### config.mk
export PLATFORM = sky130hd
export DESIGN_NAME = ctl_ep_status
export DESIGN_NICKNAME = d
export VERILOG_FILES = /design/src/rtl/ctl_ep_pkg.sv /design/src/rtl/ctl_ep_buf.sv /design/src/rtl/ctl_ep_evt.sv /design/src/rtl/ctl_ep_status.sv
export SDC_FILE = /design/constraint.sdc
export NUM_CORES = 1
export LEC_CHECK = 0
export ABC_AREA = 1
export CAP_MARGIN = 20
export CORE_MARGIN = 5
export CORE_UTILIZATION = 45
export CTS_BUF_LIST = sky130_fd_sc_hd__clkbuf_8
export CTS_CLUSTER_DIAMETER = 50
export CTS_CLUSTER_SIZE = 28
export DETAILED_ROUTE_END_ITERATION = 12
export GPL_ROUTABILITY_DRIVEN = 0
export PLACE_DENSITY = 0.73
export RECOVER_POWER = 25
export SLEW_MARGIN = 20
export SYNTH_ARGS = -nofsm -noshare
export SYNTH_HDL_FRONTEND = slang
export SYNTH_SLANG_ARGS = --single-unit
### constraint.sdc
create_clock -name clk -period 2.7 [get_ports clk]
set_input_delay 0.27 -clock clk [delete_from_list [all_inputs] [get_ports clk]]
set_output_delay 0.27 -clock clk [all_outputs]
set_load 0.03 [all_outputs]
### src/rtl/ctl_ep_pkg.sv
package ctl_ep_pkg;
    typedef enum logic [1:0] {
        SEL_CTRL  = 2'd0,
        SEL_COUNT = 2'd1,
        SEL_DATA  = 2'd2,
        SEL_ADDR  = 2'd3
    } reg_sel_e;

    // control register bit positions (read side)
    localparam int unsigned CB_OUT   = 0;
    localparam int unsigned CB_IN    = 1;
    localparam int unsigned CB_STALL = 2;
    localparam int unsigned CB_SETUP = 3;
    localparam int unsigned CB_OVF   = 4;
    // control register bit positions (write-one service side)
    localparam int unsigned CB_CLR_STALL = 6;
    localparam int unsigned CB_CLR_SETUP = 7;

    localparam int unsigned EV_COUNT = 5;
endpackage

### src/rtl/ctl_ep_buf.sv
module ctl_ep_buf #(
    parameter int DEPTH = 32,
    parameter int DW    = 8,
    localparam int IDX_W = $clog2(DEPTH)
) (
    input  logic             clk,
    input  logic             we,
    input  logic [IDX_W-1:0] widx,
    input  logic [DW-1:0]    wdata,
    input  logic [IDX_W-1:0] ridx,
    output logic [DW-1:0]    rdata
);
    logic [DW-1:0] mem_q [DEPTH];

    always_ff @(posedge clk) begin
        if (we) begin
            mem_q[widx] <= wdata;
        end
    end

    assign rdata = mem_q[ridx];
endmodule

### src/rtl/ctl_ep_evt.sv
module ctl_ep_evt #(
    parameter int N = 5
) (
    input  logic         clk,
    input  logic         rst_n,
    input  logic [N-1:0] ev,
    output logic         irq
);
    logic irq_d, irq_q;

    always_comb begin
        irq_d = |ev;
    end

    always_ff @(posedge clk or negedge rst_n) begin
        if (!rst_n) begin
            irq_q <= 1'b0;
        end else begin
            irq_q <= irq_d;
        end
    end

    assign irq = irq_q;
endmodule

### src/rtl/ctl_ep_status.sv
module ctl_ep_status
    import ctl_ep_pkg::*;
#(
    parameter int DEPTH  = 32,
    parameter int ADDR_W = 7,
    parameter int EPN_W  = 4
) (
    input  logic             clk,
    input  logic             rst_n,
    input  logic             reg_wr,
    input  logic             reg_rd,
    input  logic [1:0]       reg_addr,
    input  logic [7:0]       reg_wdata,
    output logic [7:0]       reg_rdata,
    input  logic             pe_rx_valid,
    input  logic [7:0]       pe_rx_byte,
    input  logic             pe_rx_done,
    input  logic             pe_tx_rd,
    output logic [7:0]       pe_tx_byte,
    input  logic             pe_tx_done,
    input  logic             pe_status_done,
    input  logic             pe_stall_sent,
    input  logic             pe_setup_abort,
    input  logic [EPN_W-1:0] pe_ep_num,
    output logic             ep_allow,
    output logic             ep0_irq
);
    localparam int CNT_W = $clog2(DEPTH + 1);
    localparam int IDX_W = $clog2(DEPTH);
    localparam logic [CNT_W-1:0] FULL = CNT_W'(DEPTH);
    localparam logic [CNT_W-1:0] ONE  = CNT_W'(1);

    typedef struct packed {
        logic              out_rdy;
        logic              in_rdy;
        logic              stall;
        logic              setup;
        logic              ovf;
        logic [CNT_W-1:0]  cnt;
        logic [CNT_W-1:0]  ptr;
        logic [ADDR_W-1:0] addr;
    } ep_state_t;

    ep_state_t st_d, st_q;

    logic             buf_we;
    logic [IDX_W-1:0] buf_widx;
    logic [7:0]       buf_wdata;
    logic [7:0]       buf_rdata;

    logic busy, room, have_byte;
    logic wr_ctrl, wr_data, wr_addr, rd_data;
    logic rx_take, sw_push, rx_acc, tx_fin, set_in;
    logic [EV_COUNT-1:0] ev_vec;

    assign busy      = st_q.out_rdy | st_q.in_rdy;
    assign room      = st_q.cnt < FULL;
    assign have_byte = st_q.ptr < st_q.cnt;

    assign wr_ctrl = reg_wr && (reg_addr == SEL_CTRL);
    assign wr_data = reg_wr && (reg_addr == SEL_DATA);
    assign wr_addr = reg_wr && (reg_addr == SEL_ADDR);
    assign rd_data = reg_rd && (reg_addr == SEL_DATA);

    assign rx_take = pe_rx_valid && !busy;
    assign sw_push = wr_data && !busy && !pe_rx_valid;
    assign rx_acc  = pe_rx_done && !busy;
    assign tx_fin  = pe_tx_done && st_q.in_rdy;
    assign set_in  = wr_ctrl && reg_wdata[CB_IN] && !busy && !rx_acc;

    // next-state computation
    always_comb begin
        st_d      = st_q;
        buf_we    = 1'b0;
        buf_widx  = st_q.cnt[IDX_W-1:0];
        buf_wdata = pe_rx_byte;

        // buffer fill: engine bytes take the single write port first
        if (rx_take) begin
            if (room) begin
                buf_we   = 1'b1;
                st_d.cnt = st_q.cnt + ONE;
            end else begin
                st_d.ovf = 1'b1;
            end
        end else if (sw_push && room) begin
            buf_we    = 1'b1;
            buf_wdata = reg_wdata;
            st_d.cnt  = st_q.cnt + ONE;
        end

        if (rx_acc) begin
            st_d.out_rdy = 1'b1;
        end

        if (set_in) begin
            st_d.in_rdy = 1'b1;
            st_d.ptr    = '0;
        end

        // software releases a received packet
        if (wr_ctrl && reg_wdata[CB_OUT] && st_q.out_rdy) begin
            st_d.out_rdy = 1'b0;
            st_d.ovf     = 1'b0;
            st_d.cnt     = '0;
            st_d.ptr     = '0;
        end

        if (pe_tx_rd && st_q.in_rdy && have_byte) begin
            st_d.ptr = st_q.ptr + ONE;
        end

        if (rd_data && st_q.out_rdy && have_byte) begin
            st_d.ptr = st_q.ptr + ONE;
        end

        if (tx_fin) begin
            st_d.in_rdy = 1'b0;
            st_d.cnt    = '0;
            st_d.ptr    = '0;
        end

        // sticky flags: hardware set overrides a same-cycle clear
        if (wr_ctrl && reg_wdata[CB_CLR_STALL]) st_d.stall = 1'b0;
        if (pe_stall_sent)                      st_d.stall = 1'b1;
        if (wr_ctrl && reg_wdata[CB_CLR_SETUP]) st_d.setup = 1'b0;
        if (pe_setup_abort)                     st_d.setup = 1'b1;

        if (wr_addr) begin
            st_d.addr = reg_wdata[ADDR_W-1:0];
        end
    end

    always_ff @(posedge clk or negedge rst_n) begin
        if (!rst_n) begin
            st_q <= '0;
        end else begin
            st_q <= st_d;
        end
    end

    ctl_ep_buf #(.DEPTH(DEPTH), .DW(8)) u_buf (
        .clk   (clk),
        .we    (buf_we),
        .widx  (buf_widx),
        .wdata (buf_wdata),
        .ridx  (st_q.ptr[IDX_W-1:0]),
        .rdata (buf_rdata)
    );

    assign ev_vec = {rx_acc, tx_fin, pe_status_done, pe_stall_sent, pe_setup_abort};

    ctl_ep_evt #(.N(EV_COUNT)) u_evt (
        .clk   (clk),
        .rst_n (rst_n),
        .ev    (ev_vec),
        .irq   (ep0_irq)
    );

    always_comb begin
        reg_rdata = '0;
        unique case (reg_addr)
            SEL_CTRL:  reg_rdata = {3'b000, st_q.ovf, st_q.setup, st_q.stall,
                                    st_q.in_rdy, st_q.out_rdy};
            SEL_COUNT: reg_rdata = 8'(st_q.cnt);
            SEL_DATA:  reg_rdata = (st_q.out_rdy && have_byte) ? buf_rdata : 8'h00;
            SEL_ADDR:  reg_rdata = 8'(st_q.addr);
            default:   reg_rdata = '0;
        endcase
    end

    assign pe_tx_byte = (st_q.in_rdy && have_byte) ? buf_rdata : 8'h00;
    assign ep_allow   = (pe_ep_num == '0) || (st_q.addr != '0);

    // plain views of state for the bound checker
    logic             mon_out, mon_in, mon_stall, mon_addr_zero;
    logic [CNT_W-1:0] mon_cnt;
    assign mon_out       = st_q.out_rdy;
    assign mon_in        = st_q.in_rdy;
    assign mon_stall     = st_q.stall;
    assign mon_cnt       = st_q.cnt;
    assign mon_addr_zero = (st_q.addr == '0);
endmodule

==> summary.txt <==
Placed design
  • IO Port Bufs: 50
  • Placed instance count: 1564
  • Instance area after placement: 13410 sq um
  • Detailed placer's ending HPWL: 20160 microns

Synthesis
  • Total nets after synthesis: 1200
  • Area share of the largest cell type after synthesis: 62.94%
  • Largest cells by area after synthesis: edfxtp_1, nand2_1, dfrtp_1, nand3_1, nor2_1
  • Synthesized-area fraction occupied by and/or/nand/nor cells: 20.09%
  • Mean instance size in the synthesized netlist: 10.56 sq um
  • Post-Synth Adder-Cell Area: 1.024%
  • Total standard cell area after synthesis: 12210 sq um
  • Synthesis-stage register bit count: 281
  • Yosys warning count: 0
  • Synth unique cells: 34
  • Dominant combinational cell family by area after synthesis: simple AND/OR/NAND/NOR gates
  • Post-synthesis cell type with the largest combined area: edfxtp_1
  • Mux share of post-synthesis cell area: 0.2459%
  • Post-Synth XOR/XNOR Area: less than 1%
  • Cells after Synth: between 1000 and 1500
  • Complex-gate fraction of the synthesized area: 5.307%
  • Portion of the post-synthesis area used by sequential elements: between 60% and 70%

Timing
  • Final hold violation count: 0
  • Clock skew: 0.02860 ns
  • Setup-failing EPs final: 16
  • Setup repair after global routing missed its margin: yes
  • Post-route fraction of the period consumed by the critical path: 107.9%
  • Highest Clock Rate: 343.3 MHz
  • Final Max Slew Viols: 0
  • Pin slew with the least headroom to its limit: approximately 0.89 ns
  • Slack of the critical path: -0.2128 ns
  • Headroom to the max-slew limit: roughly two fifths
  • Min Clock Period, post-route: slightly below 3 ns

Drt
  • DRC violation count after routing: 0
  • Ratio of routed vias to standard cells: 5.625
  • Post-route antenna net violation count: 0
  • Detailed Route Iter0 Violations: ~1100
  • Average wire length per cell after detail routing: around 21 microns
  • Routed vias: 9180
  • Overall routed net length: between 30000 and 40000 microns
  • DRT Pass-1 Iters: 6

Cells and area
  • Final Non-Filler Cells: approximately 1600
  • Fraction of layout instances using a drive strength above 1: a little under a fifth
  • Final design instance area without fill: 14740 sq um
  • Syn-to-layout area delta: 20.68%
  • Antenna diodes: 0
  • Number of nets at the end of the flow: 1313

Worst setup path
  • Biggest cell delay along the critical path: 0.58 ns
  • Worst r2r path cells: 9
  • WP data arrival: 2.64 ns
  • Startpoint type of the worst setup path: flip-flop
  • Critical register-to-register path endpoint: u_buf.mem_q[16][5]
  • Critical-path cell list: clkinv_8 > buf_12 > buf_16 > nor2_2 > o21ai_1 > nand3_1 > o211ai_1 > nand2_1 > nor2_1 > buf_4
  • Required time at the endpoint of the critical path: 2.43 ns
  • Critical path start-end classification: reg2out
  • Internal reg-to-reg setup slack: 0.21 ns
  • Library cell contributing the largest single delay on the critical path: dfrtp_4
  • Crit Path Max Fanout: 14
  • Endpoint class of the critical path: output port
  • Worst r2r src: mon_in

Die
  • Ports: 51
  • Die H: 174.7 microns
  • Core area: 26880 sq um
  • Horizontal die dimension: 174.7 microns
  • Count of standard-cell rows: 60
  • Die area: 30530 sq um
  • Initial Util: 45.44%

Global route
  • Congestion Overflow GR: 0
  • First-pass GRT wire length: 51090 microns
  • All-Layer GR Usage: 21.46%
  • Number of antenna violations at the first check in global routing: 0
  • Number of global-route vias before repair: 9002
  • Largest net degree at the start of global routing: 33

Clocking
  • Clk root buf: clkbuf_8
  • Clock sinks: 281
  • CTS tree: done
  • Worst-path clk slew: between 0.1 and 0.15 ns
  • Clock insertion delay at the later pin of the skew report: 0.62 ns
  • Number of buffers created by CTS: 27
  • Buffer levels on the longest clock path: 3
  • Number of levels the H-tree was split into: 1

Power
  • Static Leakage: 5.742 nW
  • Peak ir drop on the vdd network: 456.1 uV
  • Power density cells: 889.3 nW/um^2

Status
  • Violations in the final reports: setup timing
  • Outcome: finished, violations left

Worst hold path
  • Worst min-delay path class: in2async

Flow run
  • Number of violations of the max-capacitance limit: 0
-- sequential cells by signal (all words and copies together) (netlist names) --
| register | cells |
|---|---|
| mon_stall | 1 |
| u_evt.irq | 1 |
| mon_in | 1 |
| mon_out | 1 |
| u_buf.mem_q | 256 |
| mon_cnt | 6 |
| st_q | 15 |
-- power by group --
group	switching [mW]	internal, mW	leakage (nW)
combinational	3.23	1.73	2.82
sequential	0.168	4.94	2.60
clock	1.76	1.29	0.319
total	5.16	7.95	5.74
-- cell type report --
cell class	instances	area, sq um
repair buffers	136	1373
clock buffers	27	371.6
fillers	2195	12140
flip-flops and latches	281	8322
inverters	86	339.1
multi-input cells	738	3622
clock inverters	23	285.3
well taps	341	426.7
-- Yosys cell counts --
| cell type | n |
|---|---|
| nand3_1 | 112 |
| nand2_2 | 3 |
| o21ai_1 | 13 |
| buf_2 | 25 |
| inv_2 | 6 |
| buf_6 | 4 |
| a22o_1 | 1 |
| clkinv_1 | 4 |
| o22ai_1 | 1 |
| o211ai_1 | 2 |
| nor2_1 | 144 |
| a221oi_1 | 5 |
| buf_4 | 7 |
| a211oi_1 | 1 |
| o21ai_0 | 62 |
| nand2_1 | 315 |
| inv_4 | 1 |
| buf_1 | 4 |
| dfrtp_1 | 25 |
| nor4_1 | 2 |
| inv_1 | 75 |
| a21boi_1 | 1 |
| o2111ai_1 | 1 |
| edfxtp_1 | 256 |
| nor2_2 | 5 |
| xor2_1 | 4 |
| ha_1 | 10 |
| nand4_1 | 8 |
| a21oi_1 | 35 |
| or4_1 | 1 |
| nor3_1 | 8 |
| nor3_2 | 1 |
| mux2i_1 | 3 |
| clkbuf_1 | 12 |
-- worst max-delay path, delay by kind of cell, from the launching register on --
family / cells / cell delay, ns
buffers and inverters: 4 / 0.57
AND/OR/NAND/NOR: 4 / 0.41
flip-flops: 1 / 0.58
AO/OA/AOI/OAI: 2 / 0.47
-- cells by family (layout without fill, tap and decap cells) --
family	Yosys count	in the layout
simple gates	599	599
compound gates	122	122
flops	281	281
xor+xnor	4	4
buf+inv	138	272
fa+ha+maj	10	10
mux	3	3
-- repair_timing --
item                       4_1_cts  5_1_grt
resized for setup               66       58
setup endpoints to repair       16       16
setup buffers                    7        5
gates cloned                     6        1
pin swaps                       19       24
hold buffers                     0        0
-- routing by layer --
metal  routed length [microns]  up-vias  GRT usage, %
met5                         0        -             0
met4                      1245        0         8.183
met3                      3558       91         3.981
met2                     16020      574         34.95
met1                     12770     4354         28.90
li1                          -     4161             -
-- cells in the final DEF, fill, tap and decap left out, types with 17 or more instances in the layout --
master / netlist / layout
a21oi_1: 35 / 22
buf_4: 7 / 56
clkbuf_8: 0 / 27
clkdlybuf4s50_1: 0 / 31
dfrtp_1: 25 / 20
edfxtp_1: 256 / 256
inv_1: 75 / 73
nand2_1: 315 / 300
nand2_2: 3 / 17
nand3_1: 112 / 85
nand3_2: 0 / 24
nor2_1: 144 / 136
o21ai_0: 62 / 51
o21ai_1: 13 / 20
-- worst max path at each step --
stage / slack (ns) / cells after the start / to / startpoint
after global placement: 0.24 / 10 / u_buf.mem_q[6][7] / reg_addr[1]
after global routing: -0.27 / 12 / pe_tx_byte[5] / st_q[7]
after floorplan: -0.16 / 6 / u_buf.mem_q[0][2] / mon_in
after CTS: -0.13 / 12 / reg_rdata[6] / st_q[7]
final: -0.21 / 10 / pe_tx_byte[6] / st_q[7]
after detailed placement: 0.19 / 10 / u_buf.mem_q[6][6] / reg_addr[1]
-- stage by stage --
stage	hold WS (ns)	util, %	TNS (ns)	setup slack [ns]	power (mW)
6_report	0.2155	54.84	-1.912	-0.2128	13.11
5_1_grt	0.2438	54.84	-3.308	-0.2707	13.70
4_1_cts	0.1585	54.21	-1.646	-0.1342	12.75
3_5_place_dp	0.4909	49.90	0	0.1875	9.021
3_3_place_gp	0.4873	49.90	0	0.2413	8.957
2_1_floorplan	-0.02559	-	-40.40	-0.1578	7.684
No activity file was read; power rests on OpenSTA's default activity.
